--- config.mk ---
export PLATFORM = sky130hd
export DESIGN_NAME = sst_slave_tx
export DESIGN_NICKNAME = d
export VERILOG_FILES = /design/src/rtl/sst_pkg.sv /design/src/rtl/sst_edge_sync.sv /design/src/rtl/sst_tx_buffer.sv /design/src/rtl/sst_shift_ctrl.sv /design/src/rtl/sst_slave_tx.sv
export SDC_FILE = /design/constraint.sdc
export NUM_CORES = 1
export LEC_CHECK = 0
export CAP_MARGIN = 20
export CORE_MARGIN = 5
export CORE_UTILIZATION = 25
export CTS_CLUSTER_SIZE = 40
export DETAILED_ROUTE_END_ITERATION = 8
export DONT_BUFFER_PORTS = 1
export GPL_TIMING_DRIVEN = 0
export SYNTH_ARGS = -nofsm -noshare
export SYNTH_HDL_FRONTEND = slang
export SYNTH_HIERARCHICAL = 1
export SYNTH_SLANG_ARGS = --single-unit
--- constraint.sdc ---
create_clock -name clk -period 2.8 [get_ports clk]
set_clock_uncertainty 0.05 [all_clocks]
set_input_delay 0.14 -clock clk [delete_from_list [all_inputs] [get_ports clk]]
set_output_delay 0.14 -clock clk [all_outputs]
set_load 0.01 [all_outputs]
--- src/rtl/sst_pkg.sv ---
// Package: shared types of the slave-clocked serial transmitter.
// Assumes: nothing beyond SystemVerilog 2017.
package sst_pkg;

    // Controller states for the transmit sequencer
    typedef enum logic [2:0] {
        ST_IDLE  = 3'd0,   // run bit low or waiting for the first falling edge
        ST_SHIFT = 3'd1,   // bits of a byte are on the pin
        ST_GAP   = 3'd2,   // byte done, run bit set, waiting for next falling edge
        ST_HOLD  = 3'd3,   // run bit cleared, last bit held before release
        ST_ERR   = 3'd4    // underrun, pin parked high until force-stop
    } sst_state_e;

endpackage

--- src/rtl/sst_edge_sync.sv ---
// Module: sst_edge_sync
// Brings an asynchronous serial clock into the system clock domain through
// SYNC_STAGES flops and produces one-cycle strobes for its falling and rising
// edges. Assumes the serial clock half period is longer than SYNC_STAGES+1
// system clocks.
module sst_edge_sync #(
    parameter int SYNC_STAGES = 2
) (
    input  logic clk,
    input  logic rst_n,
    input  logic sclk_in,
    output logic fall_stb,
    output logic rise_stb
);

    // Chain: index 0..SYNC_STAGES-1 are synchronizer flops, last is history
    localparam int CHAIN = SYNC_STAGES + 1;

    logic [CHAIN-1:0] chain_q;

    // Shift the serial clock level through the synchronizer and history flop
    always_ff @(posedge clk) begin
        if (!rst_n) begin
            chain_q <= '1;
        end else begin
            chain_q <= {chain_q[CHAIN-2:0], sclk_in};
        end
    end

    // Compare the synchronized level with its previous value
    always_comb begin
        fall_stb = chain_q[CHAIN-1] & ~chain_q[CHAIN-2];
        rise_stb = ~chain_q[CHAIN-1] & chain_q[CHAIN-2];
    end

endmodule

--- src/rtl/sst_tx_buffer.sv ---
// Module: sst_tx_buffer
// Single-entry holding register between the host and the shifter. A host write
// is taken only when empty; a load into the shifter empties it; clear_i wipes
// it. Assumes load_i is only asserted while the register is full.
module sst_tx_buffer #(
    parameter int DATA_W = 8
) (
    input  logic              clk,
    input  logic              rst_n,
    input  logic              clear_i,
    input  logic              wr_i,
    input  logic [DATA_W-1:0] wdata_i,
    input  logic              load_i,
    output logic [DATA_W-1:0] data_o,
    output logic              empty_o
);

    logic [DATA_W-1:0] data_q;
    logic              empty_q;

    // Hold one byte; accept writes only when empty, empty on load or clear
    always_ff @(posedge clk) begin
        if (!rst_n || clear_i) begin
            data_q  <= '0;
            empty_q <= 1'b1;
        end else if (load_i) begin
            empty_q <= 1'b1;
        end else if (wr_i && empty_q) begin
            data_q  <= wdata_i;
            empty_q <= 1'b0;
        end
    end

    assign data_o  = data_q;
    assign empty_o = empty_q;

endmodule

--- src/rtl/sst_shift_ctrl.sv ---
// Module: sst_shift_ctrl
// Transmit sequencer and shift register. Starts a byte on a serial falling
// edge when the run bit is set, shifts on later falling edges, counts rising
// edges to find the end of a byte, detects underrun, holds the last bit after
// a stop and raises interrupt pulses. Assumes fall_i and rise_i are never high
// together and that HOLD_CYCLES exceeds SYNC_STAGES + 1.
module sst_shift_ctrl
    import sst_pkg::*;
#(
    parameter int DATA_W      = 8,
    parameter int SYNC_STAGES = 2,
    parameter int HOLD_CYCLES = 6
) (
    input  logic              clk,
    input  logic              rst_n,
    input  logic              abort_i,
    input  logic              fall_i,
    input  logic              rise_i,
    input  logic              run_i,
    input  logic              buf_full_i,
    input  logic [DATA_W-1:0] buf_data_i,
    output logic              load_o,
    output logic              sdo_o,
    output logic              busy_o,
    output logic              err_o,
    output logic              irq_o
);

    // Rising-edge counter width and hold counter length after synchronizer delay
    localparam int CNT_W    = (DATA_W > 1) ? $clog2(DATA_W) : 1;
    localparam int HOLD_CNT = HOLD_CYCLES - SYNC_STAGES - 1;
    localparam int HOLD_W   = (HOLD_CNT > 1) ? $clog2(HOLD_CNT) : 1;
    localparam logic [CNT_W-1:0]  LAST_BIT  = CNT_W'(DATA_W - 1);
    localparam logic [HOLD_W-1:0] HOLD_LAST = HOLD_W'(HOLD_CNT - 1);

    sst_state_e        state_q;
    logic [DATA_W-1:0] shreg_q;
    logic [CNT_W-1:0]  bitcnt_q;
    logic [HOLD_W-1:0] holdcnt_q;
    logic              err_q;
    logic              err_irq_pend_q;
    logic              irq_q;
    logic              byte_start;
    logic              underrun;

    // A byte boundary: falling edge while running and not mid-byte
    always_comb begin
        byte_start = fall_i && run_i && (state_q == ST_IDLE || state_q == ST_GAP);
        load_o     = byte_start && buf_full_i;
        underrun   = byte_start && !buf_full_i;
    end

    // Sequencer: state, shift register, bit and hold counters, error flag
    always_ff @(posedge clk) begin
        if (!rst_n || abort_i) begin
            state_q        <= ST_IDLE;
            shreg_q        <= '1;
            bitcnt_q       <= '0;
            holdcnt_q      <= '0;
            err_q          <= 1'b0;
            err_irq_pend_q <= 1'b0;
        end else begin
            case (state_q)
                ST_IDLE, ST_GAP: begin
                    if (load_o) begin
                        shreg_q  <= buf_data_i;
                        bitcnt_q <= '0;
                        state_q  <= ST_SHIFT;
                    end else if (underrun) begin
                        err_q          <= 1'b1;
                        err_irq_pend_q <= 1'b1;
                        state_q        <= ST_ERR;
                    end else if (state_q == ST_GAP && !run_i) begin
                        holdcnt_q <= '0;
                        state_q   <= ST_HOLD;
                    end
                end
                ST_SHIFT: begin
                    if (fall_i) begin
                        shreg_q <= {shreg_q[DATA_W-2:0], 1'b1};
                    end
                    if (rise_i) begin
                        if (bitcnt_q == LAST_BIT) begin
                            holdcnt_q <= '0;
                            state_q   <= run_i ? ST_GAP : ST_HOLD;
                        end else begin
                            bitcnt_q <= bitcnt_q + 1'b1;
                        end
                    end
                end
                ST_HOLD: begin
                    if (holdcnt_q == HOLD_LAST) begin
                        state_q <= ST_IDLE;
                    end else begin
                        holdcnt_q <= holdcnt_q + 1'b1;
                    end
                end
                ST_ERR: begin
                    if (fall_i) begin
                        err_irq_pend_q <= 1'b0;
                    end
                end
                default: state_q <= ST_IDLE;
            endcase
        end
    end

    // Interrupt pulse: on every load, and on the falling edge after an underrun
    always_ff @(posedge clk) begin
        if (!rst_n || abort_i) begin
            irq_q <= 1'b0;
        end else begin
            irq_q <= load_o || (state_q == ST_ERR && fall_i && err_irq_pend_q);
        end
    end

    // Output decode: pin shows the shifter MSB only while a byte is active
    always_comb begin
        busy_o = (state_q == ST_SHIFT) || (state_q == ST_GAP) || (state_q == ST_HOLD);
        sdo_o  = busy_o ? shreg_q[DATA_W-1] : 1'b1;
        err_o  = err_q;
        irq_o  = irq_q;
    end

endmodule

--- src/rtl/sst_slave_tx.sv ---
// Module: sst_slave_tx (top)
// Serial byte transmitter slaved to an external serial clock. Holds the run
// bit and wires the synchronizer, holding register and sequencer together.
// Assumes host strobes are one system clock wide and synchronous to clk.
module sst_slave_tx #(
    parameter int DATA_W      = 8,
    parameter int SYNC_STAGES = 2,
    parameter int HOLD_CYCLES = 6
) (
    input  logic              clk,
    input  logic              rst_n,
    input  logic              sclk_in,
    input  logic              host_wr,
    input  logic [DATA_W-1:0] host_wdata,
    input  logic              start_set,
    input  logic              start_clr,
    input  logic              force_stop,
    output logic              sdo,
    output logic              buf_empty,
    output logic              busy,
    output logic              tx_err,
    output logic              irq,
    output logic              start_bit
);

    logic              run_q;
    logic              fall_stb;
    logic              rise_stb;
    logic              load;
    logic [DATA_W-1:0] buf_data;
    logic              buf_empty_w;

    // Run bit: force-stop and clear win over set
    always_ff @(posedge clk) begin
        if (!rst_n || force_stop) begin
            run_q <= 1'b0;
        end else if (start_clr) begin
            run_q <= 1'b0;
        end else if (start_set) begin
            run_q <= 1'b1;
        end
    end

    sst_edge_sync #(
        .SYNC_STAGES(SYNC_STAGES)
    ) sync_i (
        .clk      (clk),
        .rst_n    (rst_n),
        .sclk_in  (sclk_in),
        .fall_stb (fall_stb),
        .rise_stb (rise_stb)
    );

    sst_tx_buffer #(
        .DATA_W(DATA_W)
    ) buf_i (
        .clk     (clk),
        .rst_n   (rst_n),
        .clear_i (force_stop),
        .wr_i    (host_wr),
        .wdata_i (host_wdata),
        .load_i  (load),
        .data_o  (buf_data),
        .empty_o (buf_empty_w)
    );

    sst_shift_ctrl #(
        .DATA_W      (DATA_W),
        .SYNC_STAGES (SYNC_STAGES),
        .HOLD_CYCLES (HOLD_CYCLES)
    ) ctrl_i (
        .clk        (clk),
        .rst_n      (rst_n),
        .abort_i    (force_stop),
        .fall_i     (fall_stb),
        .rise_i     (rise_stb),
        .run_i      (run_q),
        .buf_full_i (!buf_empty_w),
        .buf_data_i (buf_data),
        .load_o     (load),
        .sdo_o      (sdo),
        .busy_o     (busy),
        .err_o      (tx_err),
        .irq_o      (irq)
    );

    assign buf_empty = buf_empty_w;
    assign start_bit = run_q;

endmodule

* Yosys cells after proc, flatten, opt, wreduce, memory -nomap -nowiden
Cells that the tools add are included.
** Word-level totals
- Register bits :: 32
- Logic and storage cells :: 95
- Output and inout bits :: 6
** Cells by class
- Equal/unequal tests :: 19
- Reduce and logical (&&, ||, !) cells :: 30
- Add/sub/neg operators :: 2
- Muxes and demuxes :: 27
- Bitwise logic cells :: 6
** Operators with widths (number)
- 2-to-1 mux 3 bit :: 9
- 2-to-1 mux 8 bit :: 2
- != test 2 x 1 -> 1 bit (second input constant) :: 8
- case mux 8 bit (2 select lines) :: 1
- 2-to-1 mux 2 bit :: 6
- case mux 3 bit (4 select lines) :: 1
- logical AND 1 bit :: 8
- != test 2 bit (second input constant) :: 4
- AND reduction 4 bit :: 2
- AND reduction 7 bit :: 1
- == test 3 x 2 -> 1 bit (second input constant) :: 2
- == test 3 bit (second input constant) :: 2
- case mux 2 bit (3 select lines) :: 1
- case mux 3 bit (2 select lines) :: 1
- AND reduction 3 bit :: 2
- OR reduction 2 bit :: 3
- logical OR 1 bit :: 5
- 2-to-1 mux 1 bit :: 5
- AND reduction 5 bit :: 1
- != test 4 x 1 -> 1 bit (second input constant) :: 1
- NOT 1 bit :: 4
- nonzero test 2 bit :: 2
- adder 3 x 1 -> 3 bit (second input constant) :: 1
- == test 3 x 1 -> 1 bit (second input constant) :: 1
- 8 further kinds :: 11

* Depth between registers and ports, before layout
Gate-level depths: netlist of the first run.
- Depth after elaboration :: 8
- Depth in mapped cells :: 6
- Gate-level depth less buffers :: 5

* Modules after synthesis
The synthesis of the first run kept the hierarchy.
** By module, submodules not included
- sst_shift_ctrl :: seq. area each 380.4 sq um, instances 1, cells each 121, area an instance 1089.8 sq um
- sst_tx_buffer :: seq. area each 180.2 sq um, instances 1, cells each 40, area an instance 434.2 sq um
- sst_edge_sync :: seq. area each 60.1 sq um, instances 1, cells each 8, area an instance 91.3 sq um
- sst_slave_tx :: seq. area each 20.0 sq um, instances 1, cells each 4, area an instance 42.5 sq um

* Worst setup path after synthesis of the first run
No wires, ideal clock.
- Path type :: register to register
- From :: reg sync_i.chain_q[2]
- To :: reg buf_i.data_q[0], in the netlist buf_i/data_o[0]
- Cell stages (with the launch flop) :: 7
- Required time :: 2631 ps
- Slack :: 1277 ps
- Period minus slack after synthesis :: 1523 ps
- Data arrival time :: 1354 ps
- Cells stage by stage :: dfxtp_1 nor2b_1 nand2b_1 nor3_1 and3b_2 buf_6 mux2i_1
** On the way
- Word-level cells in the longest chain between the ends :: 6
** RTL lines
- start: declaration :: line sst_edge_sync.sv:19 : logic [CHAIN-1:0] chain_q;
- start signal: assignment :: line sst_edge_sync.sv:26 : chain_q <= {chain_q[CHAIN-2:0], sclk_in};
- bitwise AND 1 bit :: line sst_edge_sync.sv:32 : fall_stb = chain_q[CHAIN-1] & ~chain_q[CHAIN-2];
- via fall_stb :: line sst_slave_tx.sv:27 : logic fall_stb;
- logical AND 1 bit (2 in series) :: line sst_shift_ctrl.sv:48 : byte_start = fall_i && run_i && (state_q == ST_IDLE || state_q == ST_GAP);
- logical AND 1 bit :: line sst_shift_ctrl.sv:49 : load_o = byte_start && buf_full_i;
- via load :: line sst_slave_tx.sv:29 : logic load;
- NOT 1 bit (no line)
- AND reduction 2 bit (no line)
- end signal: assignment :: line sst_tx_buffer.sv:29 : data_q <= wdata_i;
- end: declaration :: line sst_tx_buffer.sv:18 : logic [DATA_W-1:0] data_q;
The timed path passes the listed nets, and every way through them passes these cells.
A chain may end at the register's enable or synchronous reset.

* Final worst setup path of the first run
- From :: reg ctrl_i.state_q[2]
- To :: reg buf_i.empty_q, in the netlist buf_i/empty_o
** On the way
- Word-level cells in the longest chain between the ends :: 5
- Elaborated cells on any way between the ends :: 6
- Classes of those cells :: eq/ne (1); reduce/logical (5)
** RTL lines
- start: declaration :: line sst_shift_ctrl.sv:36 : sst_state_e state_q;
- start signal: assignment :: line sst_shift_ctrl.sv:85 : state_q <= run_i ? ST_GAP : ST_HOLD;
- == test 3 x 2 -> 1 bit or logical NOT 3 bit (tied branches) :: line sst_shift_ctrl.sv:48
- logical OR 1 bit (*) :: line sst_shift_ctrl.sv:48
- logical AND 1 bit (*) :: line sst_shift_ctrl.sv:48
- logical AND 1 bit (*) :: line sst_shift_ctrl.sv:49
- via load :: line sst_slave_tx.sv:29
- OR reduction 2 bit (no line) (*)
- end signal: assignment :: line sst_tx_buffer.sv:25 : empty_q <= 1'b1;
- end signal: assignment :: line sst_tx_buffer.sv:27 : empty_q <= 1'b1;
- end signal: assignment :: line sst_tx_buffer.sv:30 : empty_q <= 1'b0;
- end: declaration :: line sst_tx_buffer.sv:19 : logic empty_q;
Mark *: on every way through the listed nets, which the timed path passes. The rest lies on a longest branch.

==> results of run 1 <==
-- worst max-delay path, delay by kind of cell (launching register included) --
kind | cells | cell delay, ps
simple gates | 2 | 700
buf+inv | 2 | 910
flops | 1 | 390
-- registers in the layout (all words and copies together) (netlist names) --
register	cells
ctrl_i/bitcnt_q	3
ctrl_i/shreg_q	8
buf_i/data_o	8
sync_i/chain_q	3
ctrl_i/err_irq_pend_q	1
ctrl_i/state_q	3
buf_i/empty_o	1
ctrl_i/holdcnt_q	2
start_bit	1
ctrl_i/err_o	1
ctrl_i/irq_o	1
-- cells by family after synthesis --
group | Yosys count | share of synthesized area
AOI/OAI and AO/OA | 21 | 0.0943
adders and majority gates | 3 | 0.0226
buffers and inverters | 18 | 0.0506
and+or+nand+nor | 77 | 0.313
DFF | 32 | 0.386
muxes | 22 | 0.133
-- layout by cell type, fill, tap and decap left out, types with 2 or more instances in the layout --
cell / netlist / routed
a211oi_1: 8 / 8
a21oi_1: 3 / 3
buf_2: 4 / 4
clkbuf_1: 7 / 8
clkbuf_8: 0 / 5
dfxtp_1: 32 / 32
dlygate4sd3_1: 0 / 14
ha_1: 3 / 3
inv_1: 4 / 4
mux2i_1: 22 / 22
nand2_1: 8 / 8
nand2b_1: 6 / 6
nand3_1: 3 / 3
nand3b_1: 17 / 17
nand4b_1: 2 / 2
nor2_1: 11 / 11
nor2b_1: 8 / 8
nor3_1: 3 / 3
nor4bb_1: 7 / 7
o21ai_0: 2 / 2
or3_1: 2 / 2
or4b_1: 2 / 2
-- cells in the mapped netlist (2+ instances only) --
master,n,area (um^2)
clkbuf_1,7,26.3
nand2_1,8,30.0
nor3_1,3,15.0
a21oi_1,3,15.0
or4b_1,2,20.0
nand3b_1,17,128
nand4b_1,2,17.5
buf_2,4,20.0
nand2b_1,6,37.5
nand3_1,3,15.0
a211oi_1,8,60.1
o21ai_0,2,10.0
or3_1,2,12.5
inv_1,4,15.0
nor2_1,11,41.3
dfxtp_1,32,641
ha_1,3,37.5
nor2b_1,8,50.1
nor4bb_1,7,70.1
mux2i_1,22,220
-- metrics by stage --
stage / utilization / setup slack [ps] / total power [W] / hold WS, ps / cells
final: 0.313 / 637 / 0.000972 / 2.26 / 272
after global routing: 0.313 / 517 / 0.00101 / 24.1 / 272
after CTS: 0.313 / 662 / 0.000981 / 1.29 / 272
after detailed placement: 0.275 / 847 / 0.000526 / 163 / 250
after global placement: 0.275 / 859 / 0.000525 / 162 / 250
after floorplan: - / 1280 / 0.000516 / 161 / 173
-- routing by layer --
layer / up-vias / routed length (um) / GRT usage
met1: 610 / 1930 / 0.135
met5: - / 0 / 0
met4: 0 / 64 / 0.0367
met2: 27 / 1550 / 0.140
met3: 6 / 214 / 0.0339
li1: 670 / - / -
-- power groups by stage --
| stage | logic [W] | clock network, W | registers [W] |
|---|---|---|---|
| 3_3_place_gp | 0.0000483 | 0 | 0.000477 |
| 4_1_cts | 0.0000650 | 0.000449 | 0.000467 |
| 3_5_place_dp | 0.0000487 | 0 | 0.000477 |
| 6_report | 0.0000651 | 0.000440 | 0.000467 |
| 5_1_grt | 0.0000721 | 0.000470 | 0.000468 |
| 2_1_floorplan | 0.0000407 | 0 | 0.000476 |
-- worst paths after layout --
kind,slack [ps],start,depth (start not counted),endpoint
hold reg to reg,360,sync_i/chain_q[0]$_SDFF_PN1_,1,sync_i/chain_q[1]$_SDFF_PN1_
setup reg to reg,640,ctrl_i/state_q[2]$_SDFFE_PP0P_,4,buf_i/empty_o$_SDFFE_PP1P_
hold / removal,2,force_stop,2,buf_i/data_o[2]$_SDFFE_PP0P_
setup / recovery,640,ctrl_i/state_q[2]$_SDFFE_PP0P_,4,buf_i/empty_o$_SDFFE_PP1P_
-- final cells by class --
class	instances	area, um^2	area share
multi-input combinational	123	933	0.466
clock buffer	6	72.6	0.0363
clock inverter	2	35.0	0.0175
inverter	4	15.0	0.00750
sequential	32	641	0.320
buffer	14	68.8	0.0344
timing repair buffer	14	140	0.0700
tap	77	96.3	0.0481
==> results.toml, run 1 <==
[run_status]
status = "completed"

[timing]
worst_pin_slew_ps = 492
fin_tns_setup_ps = 0
slew_violations = 0
timing.fmax_ghz = 0.462
final-setup-viol-count = 0
finalCritPeriodShare = 0.772
period_minus_slack_ps = 2160
slew_headroom = 0.672
finalHoldViolations = 0
rsz0062_at_grt = "false"

[worst_setup_path]
start_kind = "register"
crit_path_end_kind = "register"
worstSetupPathType = "register to register"
critPathMaxFanout = 10
crit_path_top_delay_cell = "dlygate4sd3_1"
crit_chain = "clkbuf_1, nor3_1, or4b_1, dlygate4sd3_1"
critical_path.max_stage_delay_ps = 560
critPathRequiredTime_ps = 2930
arrival_ps = 2290

[placed_design]
gp_congestion = 0.791
io_buffers = 0
hpwl_um = 2530
place_area_um2 = 1750

[cts]
cts_root_buf = "clkbuf_8"
path_clk_slew_ps = 70
clk_latency_ps = 290
post_cts_buffers = 0
cts-resized-gates = 0
cts_buffers = 5
cts_tree = "built"
postCtsHoldBufs = 14
cts_max_level = 2
cts_sinks = 32
cts_buffer_depth = 2

[floorplan]
rows = 29
start_util = 0.260
num_io_pins = 21
core_um2 = 6390
fp.dieW_um = 91.4
die_h_um = 91.4
die-area_um2 = 8360

[power]
p_leak_nw = 0.767
power_frac_seq = 0.480
pwr-share-comb = 0.067
p_switching_w = 0.000212
clkPwrFrac = 0.453
powerDensity_nw_per_um2 = 486
peakVddDrop_mv = 0.209
swShare = 0.218
p_int_w = 0.000761

[finish]
drive_above_1_share = 0.0872
fin_area_um2 = 2000
antenna_cells = 0
syn_to_final_growth_pct = 20.8
fin_nets = 212
fill_cells = 688

[yosys]
ys.flop_type = "dfxtp_1"
avgSynthCellArea_um2 = 9.58
synth_edf_count = 0
seq_area_frac_synth = 0.386
synth.distinct_cells = 39
ys_warn_count = 6
syn_inst = 173
synth-seq-cells = 32
synth_fp_nets = 191
synth_area_um2 = 1660
async_flop_share = 0

[routing]
viasPerCell = 4.83
drc = 0
ant_nets = 0
vias = 1313
wirelength_um = 3760
initialDrtViolationCount = 112
first_pass_iters = 4
wire_per_inst_um = 13.8

[global_route]
grt_start_max_net_pins = 11
grt.total_usage = 0.0978
grt_pass1_wl_um = 6550
grt_pass1_vias = 1323
overflow = 0
antenna_found_initial = 0

[run]
maxCapViolCount = 0

[min_path]
worstHoldPathType = "input pin to register"
Note: power is estimated with default switching activity, not from simulation.
==> run 2, diff against run 1 <==
clock period = 1.81 ns   (was 2.8 ns; I/O delays follow)
==> run 2 against run 1 <==
Clock power is 54% higher. Sequential power is 55% higher. Critical endpoint is now buf_i/data_o[0]$_SDFFE_PP0P_. Routed wire length is 0.37% lower. Non-clock buffer count stayed put. Fmax is 27% higher. Worst setup slack worse by 530 ps.
==> results.toml, run 2 (synthesis gave the netlist of run 1 again) <==
[cts]
clk_latency_ps = 290
cts_buffer_depth = 2
path_clk_slew_ps = 70
cts_max_level = 2
cts_sinks = 32
cts_buffers = 5
cts_tree = "built"
cts_root_buf = "clkbuf_8"

[worst_setup_path]
path_depth = 6
crit_path_top_delay_cell = "dfxtp_1"
critPathRequiredTime_ps = 1940
crit_path_end_kind = "register"
reg2reg_slack_ps = 110
crit_end = "buf_i/data_o[0]$_SDFFE_PP0P_"
start_kind = "register"
critical-path-top-delay-family = "simple AND/OR/NAND/NOR gates"
crit_chain = "clkbuf_2, nand2_1, nor3_2, and3b_2, buf_6, mux2i_1"
critical_path.max_stage_delay_ps = 440
worstSetupPathType = "register to register"
r2r-end = "buf_i/data_o[0]$_SDFFE_PP0P_"
critPathMaxFanout = 9
arrival_ps = 1830
reg2regPathDepth = 6
crit-reg2reg-launch = "start_bit$_SDFFE_PP0P_"
crit_buf_inv = 2
startpoint = "start_bit$_SDFFE_PP0P_"

[floorplan]
rows = 29
core_um2 = 6390
die_h_um = 91.4
start_util = 0.260
num_io_pins = 21
die-area_um2 = 8360
fp.dieW_um = 91.4

[finish]
final_cell_mix = "dfxtp_1, mux2i_1, nand3b_1"
antenna_cells = 0
drive_above_1_share = 0.108
seq_area_um2 = 642
final_common_cell = "dfxtp_1"
layoutNonFillerInstCount = 272
fill_cells = 684
multi_input_area_um2 = 946
fin_nets = 212
syn_to_final_growth_pct = 21.7

[global_route]
grt_pass1_vias = 1335
overflow = 0
antenna_found_initial = 0
grt.total_usage = 0.0976
grt_pass1_wl_um = 6560
grt_start_max_net_pins = 11

[placed_design]
hpwl_um = 2530
preCtsSetupSlack_ps = -143
io_buffers = 0
gp_congestion = 0.791
placed_cells = 250

[routing]
first_pass_iters = 4
wirelength_um = 3740
initialDrtViolationCount = 89
viasPerCell = 4.84
ant_nets = 0
drc = 0
wire_per_inst_um = 13.8
vias = 1317

[timing]
worst_pin_slew_ps = 491
finalCritPeriodShare = 0.938
final-setup-viol-count = 0
whs_ps = 36.5
period_minus_slack_ps = 1700
rsz0062_at_grt = "false"
fin_ws_ps = 111
fin_tns_setup_ps = 0
slew_headroom = 0.672
timing.fmax_ghz = 0.589
slew_violations = 0
finalHoldViolations = 0

[power]
p_int_w = 0.00118
pwr-share-comb = 0.068
p_switching_w = 0.000325
power_frac_seq = 0.481
swShare = 0.216
peakVddDrop_mv = 0.386
clkPwrFrac = 0.451
powerDensity_nw_per_um2 = 745
p_leak_nw = 0.783

[min_path]
worstHoldPathType = "input pin to register"
hold_depth = 2

[run_status]
status = "completed"

[run]
maxCapViolCount = 0
-- run 2: cell type report --
cell class,instances,area share
clock inverter,2,0.0174
sequential,32,0.318
buffer,14,0.0347
inverter,4,0.00744
clock buffer,6,0.0360
timing repair buffer,14,0.0695
tap,77,0.0478
multi-input combinational,123,0.469
-- run 2: worst reg2reg max path, stage by stage (launching register included) --
cell      delay (ps)
dfxtp_1          440
clkbuf_2         250
nand2_1          110
nor3_2           230
and3b_2          250
buf_6            150
mux2i_1          120
-- run 2: power groups by stage --
stage / combinational (W) / sequential (W) / clock (W)
after floorplan: 0.0000629 / 0.000736 / 0
after global placement: 0.0000747 / 0.000738 / 0
after detailed placement: 0.0000754 / 0.000738 / 0
after CTS: 0.000102 / 0.000722 / 0.000694
after global routing: 0.000113 / 0.000724 / 0.000725
final: 0.000102 / 0.000723 / 0.000678
-- run 2: what timing repair did --
| item | in CTS | in global routing |
|---|---|---|
| gates resized for setup | 3 | 2 |
| hold buffers | 14 | 0 |
| endpoints found under the setup margin | 8 | 7 |
| hold endpoints to repair | 13 | 0 |
| buffers inserted | 0 | 0 |
-- run 2: worst min path at each step --
stage | to | slack [ps] | startpoint
final | ctrl_i/state_q[0]$_SDFFE_PP0P_ | 40 | rst_n
after global routing | ctrl_i/state_q[0]$_SDFFE_PP0P_ | 70 | rst_n
after CTS | ctrl_i/state_q[0]$_SDFFE_PP0P_ | 30 | rst_n
after detailed placement | start_bit$_SDFFE_PP0P_ | 110 | start_clr
after global placement | start_bit$_SDFFE_PP0P_ | 110 | start_clr
after floorplan | start_bit$_SDFFE_PP0P_ | 110 | start_clr
-- run 2: layer usage --
metal	up-vias	GRT usage	part of all wire
met5	-	0	0
met4	0	0.0367	0.017
met3	6	0.0347	0.057
met2	29	0.139	0.41
met1	613	0.134	0.51
li1	669	-	-
-- run 2: stage by stage --
stage                     cell area [um^2]  power [W]   util
after floorplan                       1660   0.000799      -
after global placement                1750   0.000813  0.275
after detailed placement              1750   0.000814  0.275
after CTS                             2010    0.00152  0.315
after global routing                  2020    0.00156  0.316
final                                 2020    0.00150  0.316
==> run 3, diff against run 2 <==
CTS_BUF_LIST = sky130_fd_sc_hd__clkbuf_8   (was unset)
==> run 3 against run 2 <==
Cell count unchanged. Non-clock buffer count unchanged. Worst hold slack better by 2.3 ps. Clock power fell by 0.9%. Cell area unchanged. Highest routed layer unchanged. Critical path depth unchanged. Register-to-register slack about the same. Fmax is essentially flat.
==> results.toml, run 3 (synthesis gave the netlist of run 1 again) <==
[placed_design]
place_area_um2 = 1750
hpwl_um = 2530
gp_congestion = 0.791
io_buffers = 0

[power]
p_int_w = 0.00117
p_leak_nw = 0.787
pwr-share-comb = 0.068
peakVddDrop_mv = 0.386
p_total_w = 0.00150
powerDensity_nw_per_um2 = 742
power_frac_seq = 0.483
swShare = 0.217
clkPwrFrac = 0.449
p_switching_w = 0.000325

[worst_setup_path]
arrival_ps = 1830
crit_path_end_kind = "register"
critPathRequiredTime_ps = 1940
start_kind = "register"
critical-path-top-delay-family = "simple AND/OR/NAND/NOR gates"
crit_buf_inv = 2
critPathMaxFanout = 9
crit_chain = "clkbuf_2, nand2_1, nor3_2, and3b_2, buf_6, mux2i_1"
crit_path_top_delay_cell = "dfxtp_1"
worstSetupPathType = "register to register"
critical_path.max_stage_delay_ps = 440

[timing]
period_minus_slack_ps = 1700
rsz0062_at_grt = "false"
final-setup-viol-count = 0
finalCritPeriodShare = 0.939
worst_pin_slew_ps = 489
slew_violations = 0
fin_tns_setup_ps = 0
timing.fmax_ghz = 0.588
whs_ps = 38.9
finalHoldViolations = 0
slew_headroom = 0.674

[floorplan]
die-area_um2 = 8360
die_h_um = 91.4
core_um2 = 6390
rows = 29
start_util = 0.260
num_io_pins = 21
fp.dieW_um = 91.4

[global_route]
grt.total_usage = 0.0976
overflow = 0
grt_pass1_vias = 1335
grt_start_max_net_pins = 11
grt_pass1_wl_um = 6560
antenna_found_initial = 0

[routing]
wl_met1_um = 1920
ant_nets = 0
route.met3.wl_um = 204
highest_layer = "met4"
drc = 0
vias = 1317
wl_met2_um = 1540
viasPerCell = 4.84
initialDrtViolationCount = 89
wirelength_um = 3730
first_pass_iters = 4
wire_per_inst_um = 13.7

[run]
maxCapViolCount = 0

[finish]
drive_above_1_share = 0.108
fin_area_um2 = 2020
final_common_cell = "dfxtp_1"
antenna_cells = 0
final_cell_mix = "dfxtp_1, mux2i_1, nand3b_1"
fin_nets = 212
syn_to_final_growth_pct = 21.7

[cts]
cts_tree = "built"
cts_root_buf = "clkbuf_8"
post_cts_buffers = 0
cts_max_level = 2
cts_sinks = 32
cts_buffer_depth = 2
path_clk_slew_ps = 70
clk_latency_ps = 280
cts_buffers = 5

[min_path]
worstHoldPathType = "input pin to register"

[run_status]
status = "completed"
run 3: cell count changes in the layout (fill, tap and decap cells not counted):
cell / before / now
inv_1: 4 / 5
clkbuf_1: 7 / 6
run 3: path summary, 6_finish.rpt:
| path | startpoint | end | slack [ps] | cells past startpoint |
|---|---|---|---|---|
| worst max-delay path | start_bit$_SDFFE_PP0P_ | buf_i/data_o[0]$_SDFFE_PP0P_ | 110 | 6 |
| worst min register to register | sync_i/chain_q[0]$_SDFF_PN1_ | sync_i/chain_q[1]$_SDFF_PN1_ | 360 | 1 |
| worst max register to register | start_bit$_SDFFE_PP0P_ | buf_i/data_o[0]$_SDFFE_PP0P_ | 110 | 6 |
| worst min-delay path | rst_n | ctrl_i/state_q[0]$_SDFFE_PP0P_ | 40 | 2 |
run 3: worst reg2reg max path, delay by kind of cell (launching register included):
kind | cells | cell delay [ps]
flip-flops | 1 | 440
AND/OR/NAND/NOR | 3 | 590
buffers and inverters | 2 | 400
multiplexers | 1 | 120
run 3: metrics by stage:
| step | std cells | util | setup slack (ps) |
|---|---|---|---|
| CTS | 272 | 0.315 | 63.4 |
| detailed placement | 250 | 0.275 | -143 |
| global route | 272 | 0.316 | 1.13 |
| finish | 272 | 0.316 | 110 |
| global placement | 250 | 0.275 | -131 |
| floorplan | 173 | - | 287 |
run 3: area by class of cell:
type	count	area, um^2
fill	684	4370
multi-input combinational	123	946
sequential	32	642
timing repair buffer	14	140
tap	77	96.3
buffer	14	70.1
clock buffer	5	68.8
clock inverter	3	38.8
inverter	4	15.0
run 3: what timing repair did:
item | CTS | global route
hold buffers | 14 | 0
setup endpoints to repair | 8 | 7
resized for setup | 3 | 2
cloned | 0 | 0
endpoints found under the hold margin | 13 | 0
run 3: power by group through the flow:
| stage | Clock [W] | Sequential [W] | Combinational, W |
|---|---|---|---|
| 6_report | 0.000672 | 0.000723 | 0.000102 |
| 4_1_cts | 0.000689 | 0.000722 | 0.000102 |
| 3_3_place_gp | 0 | 0.000738 | 0.0000747 |
| 5_1_grt | 0.000720 | 0.000724 | 0.000113 |
| 3_5_place_dp | 0 | 0.000738 | 0.0000754 |
| 2_1_floorplan | 0 | 0.000736 | 0.0000629 |
run 3: layer usage:
| layer | vias to the layer above | track usage |
|---|---|---|
| met1 | 613 | 0.134 |
| met5 | - | 0 |
| met2 | 29 | 0.139 |
| met3 | 6 | 0.0347 |
| li1 | 669 | - |
| met4 | 0 | 0.0367 |
